--- src/rtl/smb_blk_regs.sv ---
module smb_blk_regs #(
  parameter int         NREGS    = 8,
  parameter logic [6:0] DEV_ADDR = 7'h6A,
  parameter int         CNT_IDX  = NREGS - 1,
  parameter int         SYNC     = 2
) (
  input  logic               clk,
  input  logic               rst_n,
  input  logic               scl_i,
  input  logic               sda_i,
  output logic               sda_oe,
  output logic [NREGS*8-1:0] regs_o
);
  localparam int AW = (NREGS > 1) ? $clog2(NREGS) : 1;

  typedef enum logic [2:0] {S_IDLE, S_RX, S_ACK, S_TX, S_TXACK} st_t;
  typedef enum logic [1:0] {K_ADDR, K_IDX, K_CNT, K_DATA} kind_t;

  logic [SYNC-1:0] scl_sy, sda_sy;
  logic scl_s, sda_s, scl_q, sda_q;
  logic start_c, stop_c, scl_rise, scl_fall;

  st_t   st;
  kind_t kind;
  logic [3:0] bcnt;
  logic [7:0] sh, tx, ptr, left, rd_byte;
  logic rd, hack, oe;
  logic [7:0] regs [NREGS];

  assign scl_s    = scl_sy[SYNC-1];
  assign sda_s    = sda_sy[SYNC-1];
  assign start_c  = scl_s & scl_q & sda_q & ~sda_s;
  assign stop_c   = scl_s & scl_q & ~sda_q & sda_s;
  assign scl_rise = scl_s & ~scl_q;
  assign scl_fall = ~scl_s & scl_q;
  assign sda_oe   = oe;
  assign rd_byte  = (ptr < 8'(NREGS)) ? regs[ptr[AW-1:0]] : 8'h00;

  for (genvar g = 0; g < NREGS; g++) begin : g_out
    assign regs_o[g*8 +: 8] = regs[g];
  end

  function automatic logic [7:0] nxt(input logic [7:0] i);
    return (i == 8'(NREGS - 1)) ? 8'd0 : i + 8'd1;
  endfunction

  always_ff @(posedge clk or negedge rst_n) begin
    if (!rst_n) begin
      scl_sy <= '1;
      sda_sy <= '1;
      scl_q  <= 1'b1;
      sda_q  <= 1'b1;
      st     <= S_IDLE;
      kind   <= K_ADDR;
      bcnt   <= '0;
      sh     <= '0;
      tx     <= '0;
      ptr    <= '0;
      left   <= '0;
      rd     <= 1'b0;
      hack   <= 1'b0;
      oe     <= 1'b0;
      for (int i = 0; i < NREGS; i++) regs[i] <= '0;
    end else begin
      scl_sy <= {scl_sy[SYNC-2:0], scl_i};
      sda_sy <= {sda_sy[SYNC-2:0], sda_i};
      scl_q  <= scl_s;
      sda_q  <= sda_s;
      if (start_c) begin
        st   <= S_RX;
        kind <= K_ADDR;
        bcnt <= '0;
        oe   <= 1'b0;
      end else if (stop_c) begin
        st   <= S_IDLE;
        bcnt <= '0;
        oe   <= 1'b0;
      end else begin
        case (st)
          S_RX: begin
            if (scl_rise && bcnt < 4'd8) begin
              sh   <= {sh[6:0], sda_s};
              bcnt <= bcnt + 4'd1;
            end else if (scl_fall && bcnt == 4'd8) begin
              bcnt <= '0;
              st   <= S_ACK;
              oe   <= 1'b1;
              case (kind)
                K_ADDR: begin
                  if (sh[7:1] == DEV_ADDR) begin
                    rd   <= sh[0];
                    kind <= K_IDX;
                  end else begin
                    st <= S_IDLE;
                    oe <= 1'b0;
                  end
                end
                K_IDX: begin
                  ptr  <= sh;
                  kind <= K_CNT;
                end
                K_CNT: begin
                  left <= sh;
                  kind <= K_DATA;
                end
                default: begin
                  if (left != 8'd0) begin
                    if (ptr < 8'(NREGS)) regs[ptr[AW-1:0]] <= sh;
                    ptr  <= nxt(ptr);
                    left <= left - 8'd1;
                  end
                end
              endcase
            end
          end
          S_ACK: begin
            if (scl_fall) begin
              if (rd) begin
                st <= S_TX;
                oe <= ~regs[CNT_IDX][7];
                tx <= {regs[CNT_IDX][6:0], 1'b0};
              end else begin
                st <= S_RX;
                oe <= 1'b0;
              end
            end
          end
          S_TX: begin
            if (scl_rise) begin
              bcnt <= bcnt + 4'd1;
            end else if (scl_fall) begin
              if (bcnt == 4'd8) begin
                oe   <= 1'b0;
                bcnt <= '0;
                st   <= S_TXACK;
              end else begin
                oe <= ~tx[7];
                tx <= {tx[6:0], 1'b0};
              end
            end
          end
          S_TXACK: begin
            if (scl_rise) begin
              hack <= ~sda_s;
            end else if (scl_fall) begin
              if (hack) begin
                st  <= S_TX;
                oe  <= ~rd_byte[7];
                tx  <= {rd_byte[6:0], 1'b0};
                ptr <= nxt(ptr);
              end else begin
                st <= S_IDLE;
              end
            end
          end
          default: ;
        endcase
      end
    end
  end
endmodule


--- config.mk ---
export PLATFORM = sky130hd
export DESIGN_NAME = smb_blk_regs
export DESIGN_NICKNAME = d
export VERILOG_FILES = /design/src/rtl/smb_blk_regs.sv
export SDC_FILE = /design/constraint.sdc
export NUM_CORES = 1
export LEC_CHECK = 0
export BUFFER_PORTS_ARGS = -buffer_cell sky130_fd_sc_hd__buf_2
export CAP_MARGIN = 30
export CORE_MARGIN = 10
export CORE_UTILIZATION = 45
export CTS_CLUSTER_SIZE = 12
export DETAILED_ROUTE_END_ITERATION = 6
export PLACE_DENSITY = 0.64
export SYNTH_ARGS = -nofsm -noshare
export SYNTH_HDL_FRONTEND = slang
export SYNTH_SLANG_ARGS = --single-unit
export TNS_END_PERCENT = 5
--- constraint.sdc ---
create_clock -name clk -period 3.1 [get_ports clk]
set_clock_uncertainty 0.1 [all_clocks]
set_input_delay 0.62 -clock clk [delete_from_list [all_inputs] [get_ports clk]]
set_output_delay 0.62 -clock clk [all_outputs]
set_load 0.005 [all_outputs]
==> impl_summary.log <==
INFO  metric die_h = about 140 µm
INFO  metric multiInputGateArea = a little over 0.003 mm²
INFO  metric die_area = around 0.019 mm²
INFO  metric run_status = finished, final reports clean
INFO  metric startpoint = scl_q$_DFF_PN1_
INFO  metric gp_congestion = slightly below 0.9
INFO  metric layout.area.seq = 0.00284 mm²
INFO  metric holdBufCountCts = 0
INFO  metric ir_worst_vdd = roughly 0.00045 V
INFO  metric nets = between 600 and 700
INFO  metric crit_required = 3.30 ns
INFO  metric groute.usage.overall = between 10% and 20%
INFO  metric grt_most_used_layer = met2
INFO  metric avgViaCountPerCell = a little under 6
INFO  metric timing.hold.worst.class = input port to asynchronous set/reset pin
INFO  metric post_cts_resized = 0
INFO  metric global_route.usage.met3 = 5.46%
INFO  metric syn-num-nets = 535
INFO  metric cts_tree = done
INFO  metric clock_insertion_delay_worst_skew = between 0.4 and 0.5 ns
INFO  metric grt.met1_usage = about a quarter
INFO  metric final_antenna_net_count = 0
INFO  metric timing.hold.ws = 0.0737 ns
INFO  metric via_count_of_the_first_global_routing_pass = between 4000 and 5000
INFO  metric met2_usage = ~29%
INFO  metric detailroute.via_count = 4639
INFO  metric post_synth_inst_count = between 500 and 600
INFO  metric critical_path.top_delay_family = simple AND/OR/NAND/NOR gates
INFO  metric netlist-cell-type-count = between 70 and 80
INFO  metric fillerInstances = approximately 1100
INFO  metric critical_path.cell_chain = ha_1, nand4b_1, a211oi_4, nand4_4, nor3b_4, mux2_2
INFO  metric timing.critical_path.from_type = register
INFO  metric worst_r2r_startpoint = scl_q$_DFF_PN1_
INFO  metric drc = 0
INFO  metric report.power.total = ~0.004 W
INFO  metric timing.final.crit_share = 93.4%
INFO  metric placeableCoreArea = 0.0133 mm²
INFO  metric drive_gt1_share = around two fifths
INFO  metric grt_pass1_wl = about 27000 µm
INFO  metric ys_dominant_reg_cell = sky130_fd_sc_hd__dfrtp_1
INFO  metric synth_top_cell_by_area = sky130_fd_sc_hd__dfrtp_1
INFO  metric netlist.area_leader.share = a little over two fifths
INFO  metric peak_clock_frequency_supported_by_timing = ~350 MHz
INFO  metric setup_total_negative_slack = 0 ns
INFO  metric crit_arrival = 3.10 ns
INFO  metric max_cap_violations = 0
INFO  metric die_width = roughly 140 µm
INFO  metric placementRows = 42
INFO  metric setup.worst_path.end_class = register
INFO  metric syn_area = roughly 0.0061 mm²
INFO  metric yosysSeqAreaShare = 46.3%
INFO  metric power_per_cell_area = around 540 mW/mm²
INFO  metric slowest_stage = sky130_fd_sc_hd__nor3b_4
INFO  metric clock_sinks = about 110
INFO  metric worst_slew_pin_slew = 0.806 ns
INFO  metric total_congestion_overflow_after_global_routing = 0
INFO  metric crit_path_max_incr_delay = approximately 0.55 ns
INFO  metric clock_path_buffers = 2
INFO  metric path_class = register to register
INFO  metric synth.avg_cell_area = 11.8 µm²
INFO  metric critical_path_peak_fanout = 8
INFO  metric antennaDiodeCount = 0
INFO  metric grt_start_max_net_pins = 43
INFO  metric initial_core_util = 46.1%
INFO  metric antenna_violations_before_repair = 0
INFO  metric worst_setup_hold_path_clk_slew = 0.06 ns
INFO  metric initialDrtViolationCount = around 370
INFO  metric tritoncts.num_buffers = 17
INFO  metric synthTopCellsByCount = sky130_fd_sc_hd__dfrtp_1 (107), sky130_fd_sc_hd__mux2_2 (73), sky130_fd_sc_hd__nand2_1 (31)
INFO  metric htree_num_levels = 4
INFO  metric pin_count = between 60 and 70
INFO  metric routed_wl = about 17000 µm
INFO  metric dp_hpwl = 11600 µm
INFO  metric post_cts.repair.setup_buffers = 0
INFO  metric cts_root_buf = sky130_fd_sc_hd__clkbuf_16
INFO  metric finalWorstPathRequiredPeriod = 2.90 ns
INFO  metric synth_top_cells_by_area = sky130_fd_sc_hd__dfrtp_1 (44%), sky130_fd_sc_hd__mux2_2 (13%), sky130_fd_sc_hd__mux4_2 (5.5%)
INFO  metric cp.buffers_inverters = 0
INFO  metric yosys_register_bits = 113
INFO  metric most_instantiated_library_cell_after_synthesis = sky130_fd_sc_hd__dfrtp_1
INFO  metric setup-violations-final = 0
INFO  metric first_pass_iters = 6
INFO  metric cellLeakagePower = 3.51 nW
INFO  metric final_hold_viol_count = 0
INFO  metric number_of_flops_mapped_to_enable_cells_by_yosys = 0
INFO  metric ys.warnings.count = 0
INFO  metric slew_viol_final = 0
INFO  metric wl_per_cell = approximately 21 µm
INFO  metric synthArstFlopShare = between 90% and 100%
INFO  metric layout-area-overhead-vs-synth = 19.2%
INFO  metric count_of_buffers_inserted_at_the_top_level_ports = 68
INFO  metric slew_headroom = 46.1%
INFO  metric grt_setup_unrepaired = false
## routing by layer
| metal | vias up | wire length (µm) |
|---|---|---|
| met2 | 143 | 7900 |
| met3 | 18 | 906 |
| met5 | - | 0 |
| met4 | 0 | 206 |
| li1 | 2089 | - |
| met1 | 2389 | 7520 |
## power by group
part / switching, W / internal (W)
sequential: 0.000205 / 0.00153
clock: 0.000731 / 0.00129
combinational: 0.000124 / 0.0000984
## final cells by class
class / instances / share of cell area [%]
Tap cell: 176 / 3.01
Clock buffer: 20 / 6.11
Inverter: 19 / 0.976
Sequential cell: 113 / 38.8
Multi-Input combinational cell: 355 / 42.1
Timing Repair Buffer: 85 / 6.78
Clock inverter: 12 / 2.18
## flip-flops by register name, indices dropped and copies added, names as in the netlist
| register | count |
|---|---|
| regs_o | 64 |
| scl_q | 1 |
| left | 8 |
| scl_sy | 2 |
| bcnt | 4 |
| rd | 1 |
| kind | 2 |
| sda_q | 1 |
| sda_sy | 2 |
| tx | 7 |
| st | 3 |
| sh | 8 |
| hack | 1 |
| ptr | 8 |
| sda_oe | 1 |
## cell usage in the layout (no fill, tap or decap), types with 4 or more instances in the layout
cell type,count
sky130_fd_sc_hd__clkinv_4,4
sky130_fd_sc_hd__mux2_2,73
sky130_fd_sc_hd__a21oi_1,21
sky130_fd_sc_hd__buf_2,67
sky130_fd_sc_hd__clkbuf_16,17
sky130_fd_sc_hd__nand2b_1,9
sky130_fd_sc_hd__nor3b_1,4
sky130_fd_sc_hd__o31ai_1,6
sky130_fd_sc_hd__ha_1,12
sky130_fd_sc_hd__mux2_4,16
sky130_fd_sc_hd__buf_4,16
sky130_fd_sc_hd__nand2_1,31
sky130_fd_sc_hd__dfrtp_1,107
sky130_fd_sc_hd__o22ai_1,8
sky130_fd_sc_hd__a21o_1,4
sky130_fd_sc_hd__inv_1,19
sky130_fd_sc_hd__nor2_1,25
sky130_fd_sc_hd__o21ai_0,23
sky130_fd_sc_hd__mux4_2,15
sky130_fd_sc_hd__dfstp_2,6
sky130_fd_sc_hd__and4b_1,4
sky130_fd_sc_hd__nand3_1,10
sky130_fd_sc_hd__nor3_1,11
sky130_fd_sc_hd__a31oi_1,5
sky130_fd_sc_hd__o221ai_1,4
## final timing paths
check | slack, ns | end | cells past startpoint
worst min register to register | 0.26 | sda_sy[1]$_DFF_PN1_ | 0
worst max register to register | 0.20 | regs_o[9]$_DFFE_PN0P_ | 6
worst max-delay path | 0.20 | regs_o[9]$_DFFE_PN0P_ | 6
min in group clk | 0.19 | sda_sy[0]$_DFF_PN1_ | 1
worst min-delay path | 0.07 | left[7]$_DFFE_PN0P_ | 1
max in group asynchronous | 2.11 | sda_q$_DFF_PN1_ | 2
## stage by stage
stage	instance area [µm²]	std cells	setup slack (ns)	utilization (%)
after global routing	7310	780	0.0850	55.0
after CTS	7310	780	0.210	55.0
after detailed placement	6700	748	0.243	50.4
after floorplan	6130	519	0.465	-
final	7310	780	0.203	55.0
after global placement	6700	748	0.294	50.4
## cells by family (layout without fill, tap and decap cells)
family	count (synthesis)	in the layout	share of synthesized area [%]
compound gates	104	104	11.9
mux	107	107	23.3
simple gates	131	131	12.4
buf+inv	51	136	3.51
xor+xnor	1	1	0.143
flops	113	113	46.3
fa+ha+maj	12	12	2.45
(Power assumes the default switching activity.)
